<file path="config.mk">
export PLATFORM = sky130hd
export DESIGN_NAME = belt_store
export DESIGN_NICKNAME = d
export VERILOG_FILES = /design/src/rtl/belt_pkg.sv /design/src/rtl/belt_ctrl.sv /design/src/rtl/belt_data.sv /design/src/rtl/belt_store.sv
export SDC_FILE = /design/constraint.sdc
export NUM_CORES = 1
export LEC_CHECK = 0
export BUFFER_PORTS_ARGS = -buffer_cell sky130_fd_sc_hd__buf_4
export CAP_MARGIN = 20
export CORE_MARGIN = 3
export CORE_UTILIZATION = 40
export CTS_CLUSTER_DIAMETER = 80
export DETAILED_ROUTE_END_ITERATION = 10
export GPL_TIMING_DRIVEN = 0
export PLACE_DENSITY = 0.69
export SYNTH_ARGS = -nofsm -noshare
export SYNTH_HDL_FRONTEND = slang
export SYNTH_SLANG_ARGS = --single-unit
</file>
<file path="constraint.sdc">
create_clock -name clk -period 2.9 [get_ports clk]
set_input_delay 0.58 -clock clk [delete_from_list [all_inputs] [get_ports clk]]
set_output_delay 0.58 -clock clk [all_outputs]
set_load 0.02 [all_outputs]
</file>
<file path="src/rtl/belt_pkg.sv">
package belt_pkg;
  localparam int SHIFT_W = 4;

  typedef struct packed {
    logic               shiftEn;
    logic [SHIFT_W-1:0] shiftBy;
  } belt_ctrl_t;
endpackage

</file>
<file path="src/rtl/belt_ctrl.sv">
module belt_ctrl
  import belt_pkg::*;
#(
  parameter int SLOTS     = 8,
  parameter int MAX_DROPS = 2,
  localparam int POS_W    = $clog2(SLOTS),
  localparam int NUM_W    = $clog2(MAX_DROPS + 1),
  localparam int CNT_W    = $clog2(SLOTS + 1)
) (
  input  logic             clk,
  input  logic             rstN,
  input  logic [NUM_W-1:0] dropNum,
  input  logic [POS_W-1:0] rdPos0,
  input  logic [POS_W-1:0] rdPos1,
  output belt_ctrl_t       ctrl,
  output logic [SLOTS-1:0] validQ,
  output logic [CNT_W-1:0] countQ,
  output logic             rdErr0,
  output logic             rdErr1
);
  logic             accept;
  logic [SLOTS-1:0] validNxt;
  logic [CNT_W:0]   countSum;
  logic [CNT_W-1:0] countNxt;

  // a drop is taken only for a legal, non-zero count
  assign accept = (dropNum != '0) && (int'(dropNum) <= MAX_DROPS);

  always_comb begin
    ctrl.shiftEn = accept;
    ctrl.shiftBy = accept ? SHIFT_W'(dropNum) : '0;
  end

  always_comb begin
    validNxt = validQ;
    if (accept)
      validNxt = (validQ << dropNum) | ~({SLOTS{1'b1}} << dropNum);
  end

  always_comb begin
    countSum = {1'b0, countQ} + (CNT_W + 1)'(dropNum);
    countNxt = countQ;
    if (accept)
      countNxt = (countSum >= (CNT_W + 1)'(SLOTS)) ? CNT_W'(SLOTS) : countSum[CNT_W-1:0];
  end

  always_ff @(posedge clk) begin
    if (!rstN) begin
      validQ <= '0;
      countQ <= '0;
    end else begin
      validQ <= validNxt;
      countQ <= countNxt;
    end
  end

  assign rdErr0 = !validQ[rdPos0];
  assign rdErr1 = !validQ[rdPos1];

  // the count register tracks the valid mask kept beside it
  a_r9_count_matches: assert property (@(posedge clk) disable iff (!rstN)
    int'(countQ) == $countones(validQ));

  // valid slots always form a run starting at the front
  a_r8_valid_prefix: assert property (@(posedge clk) disable iff (!rstN)
    ((validQ + 1'b1) & validQ) == '0);

  // an ignored drop count leaves the valid mask alone
  a_r10_ignore_mask: assert property (@(posedge clk) disable iff (!rstN)
    (int'(dropNum) > MAX_DROPS) |=> $stable(validQ));

  // count never falls while the block runs
  a_r9_no_decrease: assert property (@(posedge clk) disable iff (!rstN)
    1'b1 |=> countQ >= $past(countQ));
endmodule

</file>
<file path="src/rtl/belt_data.sv">
module belt_data
  import belt_pkg::*;
#(
  parameter int SLOTS     = 8,
  parameter int WIDTH     = 32,
  parameter int MAX_DROPS = 2,
  localparam int POS_W    = $clog2(SLOTS)
) (
  input  logic                      clk,
  input  logic                      rstN,
  input  belt_ctrl_t                ctrl,
  input  logic [MAX_DROPS*WIDTH-1:0] dropData,
  input  logic [POS_W-1:0]          rdPos0,
  input  logic [POS_W-1:0]          rdPos1,
  output logic [WIDTH-1:0]          rdData0,
  output logic [WIDTH-1:0]          rdData1
);
  logic [WIDTH-1:0] slotQ   [SLOTS];
  logic [WIDTH-1:0] slotNxt [SLOTS];
  logic [WIDTH-1:0] dropArr [MAX_DROPS];

  for (genvar d = 0; d < MAX_DROPS; d++) begin : g_unpack
    assign dropArr[d] = dropData[d*WIDTH +: WIDTH];
  end

  for (genvar i = 0; i < SLOTS; i++) begin : g_slot
    logic [WIDTH-1:0] cand [MAX_DROPS+1];
    for (genvar k = 0; k <= MAX_DROPS; k++) begin : g_shift
      if (i < k) begin : g_fresh
        assign cand[k] = dropArr[i];
      end else begin : g_older
        assign cand[k] = slotQ[i-k];
      end
    end

    always_comb begin
      slotNxt[i] = slotQ[i];
      for (int k = 1; k <= MAX_DROPS; k++)
        if (ctrl.shiftEn && int'(ctrl.shiftBy) == k) slotNxt[i] = cand[k];
    end

    always_ff @(posedge clk) begin
      if (!rstN) slotQ[i] <= '0;
      else       slotQ[i] <= slotNxt[i];
    end
  end

  // reads see the registers, so they return pre-drop contents
  assign rdData0 = slotQ[rdPos0];
  assign rdData1 = slotQ[rdPos1];

  // a single drop lands at the front, the old front moves back one
  a_r3_single_front: assert property (@(posedge clk) disable iff (!rstN)
    (ctrl.shiftEn && ctrl.shiftBy == 1) |=>
      (slotQ[0] == $past(dropArr[0])) && (slotQ[1] == $past(slotQ[0])));

  // a double drop fills the first two slots and moves old values back two
  a_r4_double_order: assert property (@(posedge clk) disable iff (!rstN)
    (ctrl.shiftEn && ctrl.shiftBy == 2) |=>
      (slotQ[0] == $past(dropArr[0])) && (slotQ[1] == $past(dropArr[1])) &&
      (slotQ[2] == $past(slotQ[0])));

  // the last slot receives what sat just ahead of it
  a_r5_tail_shift: assert property (@(posedge clk) disable iff (!rstN)
    (ctrl.shiftEn && ctrl.shiftBy == 1) |=> slotQ[SLOTS-1] == $past(slotQ[SLOTS-2]));

  // without a shift strobe the belt holds still
  a_r10_hold: assert property (@(posedge clk) disable iff (!rstN)
    !ctrl.shiftEn |=> (slotQ[0] == $past(slotQ[0])) && (slotQ[SLOTS-1] == $past(slotQ[SLOTS-1])));
endmodule

</file>
<file path="src/rtl/belt_store.sv">
module belt_store
  import belt_pkg::*;
#(
  parameter int SLOTS     = 8,
  parameter int WIDTH     = 32,
  parameter int MAX_DROPS = 2,
  localparam int POS_W    = $clog2(SLOTS),
  localparam int NUM_W    = $clog2(MAX_DROPS + 1),
  localparam int CNT_W    = $clog2(SLOTS + 1)
) (
  input  logic                       clk,
  input  logic                       rstN,
  input  logic [NUM_W-1:0]           dropNum,
  input  logic [MAX_DROPS*WIDTH-1:0] dropData,
  input  logic [POS_W-1:0]           rdPos0,
  input  logic [POS_W-1:0]           rdPos1,
  output logic [WIDTH-1:0]           rdData0,
  output logic [WIDTH-1:0]           rdData1,
  output logic                       rdErr0,
  output logic                       rdErr1,
  output logic [SLOTS-1:0]           slotValid,
  output logic [CNT_W-1:0]           validCount
);
  belt_ctrl_t ctrl;

  belt_ctrl #(.SLOTS(SLOTS), .MAX_DROPS(MAX_DROPS)) u_ctrl (
    .clk(clk), .rstN(rstN), .dropNum(dropNum), .rdPos0(rdPos0), .rdPos1(rdPos1),
    .ctrl(ctrl), .validQ(slotValid), .countQ(validCount),
    .rdErr0(rdErr0), .rdErr1(rdErr1)
  );

  belt_data #(.SLOTS(SLOTS), .WIDTH(WIDTH), .MAX_DROPS(MAX_DROPS)) u_data (
    .clk(clk), .rstN(rstN), .ctrl(ctrl), .dropData(dropData),
    .rdPos0(rdPos0), .rdPos1(rdPos1), .rdData0(rdData0), .rdData1(rdData1)
  );

  // an error on a read port means that slot is not yet valid
  a_r7_err_front: assert property (@(posedge clk) disable iff (!rstN)
    (rdPos0 == '0 && validCount != '0) |-> !rdErr0);
endmodule

</file>
[After elaboration in Yosys (flattened, before gate mapping)]
Memories as Yosys holds them, arrays and structs flattened.
Index checks and enable logic that the tools add are counted.
Widths: inputs -> output; s select.
Word-level totals
  flip-flop bits (word level): 12
  RAM bits: 256
  input port bits: 74
  word-level logic and storage cells: 62
  memories: 1
Cells by class
  add/subtract/negate cells: 1
  order comparisons: 4
  eq/ne operators: 3
  shifts and indexed selects: 2
  mux-type cells: 32
  bitwise gates (word level): 10
  reduce and logical (&&, ||, !) cells: 7
Memories
  u_data.slotQ: words 8, bits a word 32, rd ports 9, clocked after Yosys merged registers in 0, write ports 8, RTL line belt_data.sv:18  | logic [WIDTH-1:0] slotQ [SLOTS];
Operator list (count)
  $mux 32: 24
  $lt 3x4->1 const B: 2
  $not 8->8: 1
  $or 1x1->1: 8
  $or 8x8->8: 1
  $shl 8x2->8: 1
  $shl 8x2->8 const A: 1
  $bmux 1 s3: 2
  $add 4x2->5: 1
  $ge 5x4->1 const B: 1
  $mux 1: 4
  $mux 4: 1
  $logic_and 1x1->1: 3
  $eq 2x1->1 const B: 1
  $eq 2x2->1 const B: 1
  $le 2x2->1 const B: 1
  $logic_not 1->1: 2
  $mux 2: 1
  $ne 2x2->1 const B: 1
  $reduce_and 2->1: 1
  $reduce_bool 2->1: 1

[Logic depth before layout (Yosys ltp)]
  depth after elaboration: 8
  depth in mapped cells: 8

[Modules after synthesis]
From an unflattened synthesis, not the netlist that was laid out.
Unflattened totals
  cells, all modules: 1199
  area, all modules: 14844.2 µm²
By module, submodules not included
  belt_data: instances 1, cells an instance 1109, area an instance 13960.9 µm², seq. area each 5445.2 µm²
  belt_ctrl: instances 1, cells an instance 90, area an instance 883.3 µm², seq. area each 240.2 µm²

[Worst setup path after synthesis]
OpenSTA, ideal clock, no wires.
  path type: input port to flip-flop
  from: input dropNum[1]
  to: memory u_data.slotQ[7][0] (enable)
  setup time: 0.389 ns
  data arrival time: 2.208 ns
  slack: 0.302 ns
  cell stages on the path: 6
  buffers on the path: 2
  path through: clkbuf_1 > inv_1 > ha_1 > buf_2 > inv_2 > nand2_1
RTL lines
  start: declaration: RTL line belt_store.sv:13  | input logic [NUM_W-1:0] dropNum,
  end: declaration: RTL line belt_data.sv:18

[Final worst setup path]
  from: input rdPos1[2]
  to: output rdData1[30]
Between the ends
  word-level cells in the longest chain between the ends: 1
RTL lines
  start: declaration: RTL line belt_store.sv:16  | input logic [POS_W-1:0] rdPos1,
  $mem_v2 8x32
  end: declaration: RTL line belt_store.sv:18  | output logic [WIDTH-1:0] rdData1,
No other way between the ends.

==> impl_metrics.tcl <==
set metrics [dict create \
    die_area_mm2 0.0412 \
    synth_warnings 0 \
    hold_path.class "primary input to register" \
    placed_cells 2034 \
    cts_tree "built" \
    fin_crit_sh 0.983 \
    yosysSeqAreaShare 0.367 \
    port_buffers 145 \
    yosysMostFrequentCell "mux2i_1" \
    rsz0062_at_grt "no" \
    die_h_um 203 \
    ant_nets 0 \
    design_area_mm2 0.0183 \
    synthXorXnorAreaFrac 0 \
    clk_latency_ns 0.56 \
    synthDistinctLibCells 33 \
    nets 1636 \
    grt_use_total 0.242 \
    whs_endpoint "u_data.slotQ[0][3]$_SDFFE_PN0P_" \
    fmax_mhz 351 \
    min_from "dropData[3]" \
    placementRows 71 \
    viasPerCell 6.03 \
    placed_cell_area_mm2 0.0173 \
    postCtsSetupRepairBufs 0 \
    htree_levels 1 \
    peakVddDrop_mv 0.505 \
    clk_path_buf_depth 3 \
    drive_above_1_share 0.292 \
    place_congestion 0.887 \
    wl_per_cell_um 24.5 \
    initial_core_util 0.409 \
    fin_util 0.482 \
    hold_viol_final 0 \
    synthFlopType "dfxtp_1" \
    antenna_cells 0 \
    min_path_cells 3 \
    synth_compound_area_frac 0.102 \
    critPathRequiredTime_ns 2.32 \
    synth_top_family_by_area "multiplexers" \
    die_w_um 203 \
    path_clk_slew_ns 0.06 \
    drtIter0Drc 1438 \
    ys_seq_elements 268 \
    syn-instance-count 1377 \
    startpoint_type "primary input" \
    p_per_area_mw_per_mm2 605 \
    dp_slack_ns -0.451 \
    fin_ws_ns 0.0496 \
    skew_ns 0.0126 \
    slew_viol_final 0 \
    coreArea_mm2 0.0379 \
    io_pins 152 \
    setup_viol 0 \
    synth_fa_ha_area_frac 0.00532 \
    syn_avg_cell_area_um2 11.3 \
    cts_hold_buf 0 \
    p_leak_nw 6.87 \
    wirelength_um 51100 \
    netlist_area_mm2 0.0155 \
    dr.pass1.iters 7 \
    synth_nets 1457 \
    synth_area_leaders "dfxtp_1, mux4_2, mux2i_1" \
    timing.slew.headroom 0.425 \
    status "finished clean" \
    hpwlAfterDp_um 35800 \
    r2r_end "u_ctrl.countQ[1]$_SDFFE_PN0P_" \
    min_period_ns 2.85 \
    synth.largest_area_cell "dfxtp_1" \
    cts_buffers 31 \
    finalNonFillerCells 2090 \
    crit_type "primary input to output port" \
    grt-ovfl-total 0 \
    yosys.area_share.simple 0.0695 \
    timing.max_cap.violations 0 \
    synth-edff-count 32 \
    grt_max_degree 19 \
    area_growth_pct 17.8 \
    cts_root_buf "clkbuf_16" \
    critPathMaxFanout 10 \
    r2r_cells 5 \
    max_slew.worst_pin.slew_ns 0.862 \
    async_flop_share 0 \
    end_kind "output port" \
    worstReg2RegStart "u_ctrl.countQ[0]$_SDFFE_PN0P_" \
    cts_sinks 268 \
    grt_pass1_wl_um 78000 \
    hold_slack_ns 0.247 \
    grt_antenna_before_repair 0 \
    drc_errors 0 \
    vias 12600 \
    synth_commonest_cells "mux2i_1, nor2_1, dfxtp_1" \
    worstPathArrival_ns 2.27 \
    grt_pass1_vias 12800 \
    synth.top_cell.area_share 0.305 \
    r2r_slack_ns 1.21 \
    synth_mux_area_frac 0.410 \
]
-- where the power goes --
part	internal (mW)	leakage (nW)	total, mW	switching (mW)
Sequential	4.13	2.31	4.57	0.445
Clock	2.26	0.489	3.87	1.61
Combinational	1.21	4.07	2.60	1.38
-- registers in the layout (all words and copies together) (netlist names), named ones only --
| register | count |
|---|---|
| u_data.slotQ | 256 |
| u_ctrl.countQ | 4 |
| u_ctrl.validQ | 6 |
-- worst max path at each step --
stage               startpoint                           endpoint  slack [ns]  cells past startpoint
detailed placement  dropNum[1]   u_data.slotQ[7][4]$_SDFFCE_PN0P_       -0.45                      9
global placement    dropNum[1]  u_data.slotQ[7][11]$_SDFFCE_PN0P_       -0.78                      7
CTS                  rdPos1[2]                         rdData1[9]        0.02                      4
floorplan           dropNum[1]   u_data.slotQ[7][0]$_SDFFCE_PN0P_        0.30                      6
finish               rdPos1[2]                        rdData1[30]        0.05                      4
global route        dropNum[1]  u_data.slotQ[7][14]$_SDFFCE_PN0P_       0.002                      9
-- critical path: stages --
cell and delay [ns]:
buf_1 0.39, clkbuf_1 0.68, mux2_2 0.45, buf_4 0.17
-- per-stage QoR --
step	power, mW	TNS [ns]
2_1_floorplan	6.25	0
3_5_place_dp	7.20	-34.19
6_report	11.0	0
3_3_place_gp	7.12	-52.45
4_1_cts	11.0	0
5_1_grt	11.4	0
-- routing by layer --
layer,GRT usage,up-vias,share of wire
li1,-,5612,-
met1,0.321,6278,0.41
met2,0.386,587,0.46
met3,0.0571,136,0.089
met4,0.0926,0,0.042
met5,0,-,0
-- cell families after synthesis --
| family | after synthesis |
|---|---|
| mux | 462 |
| simple gates | 279 |
| flops | 268 |
| compound gates | 215 |
| buf+inv | 147 |
| fa+ha+maj | 6 |
-- cell type report --
class	count	area, µm²
clock buffers	49	925
inverters	7	26.3
multi-input cells	962	9110
flip-flops and latches	268	5690
well taps	511	639
plain buffers	140	697
fillers	3429	19700
clock inverters	7	67.6
repair buffers	146	1120
-- layout by cell type (no fill, tap or decap), types with 2 or more instances in the layout --
master     synthesis  layout
mux2i_1          261     261
nor2_1           257     257
dfxtp_1          236     236
a211oi_1         193     193
buf_4             13     158
mux4_2           132     132
clkbuf_1          67      72
mux2_2            64      64
buf_2             43      43
clkbuf_16          0      32
edfxtp_1          32      32
nand3_1            9       9
buf_1              9       8
buf_6              8       8
clkbuf_2           0       7
o21ai_1            7       7
nand2_1            7       6
clkbuf_8           0       6
mux2_1             5       5
inv_1              5       5
ha_1               5       5
a21oi_1            4       4
clkinv_2           0       4
o31ai_1            3       3
a31oi_1            3       3
nor3b_1            2       2
inv_2              2       2
-- what timing repair did --
| action | in CTS | in global routing |
|---|---|---|
| resized for setup | 2 | 11 |
| endpoints found under the setup margin | 10 | 31 |
| pin swaps | 0 | 0 |
No activity file was read; power rests on OpenSTA's default activity.
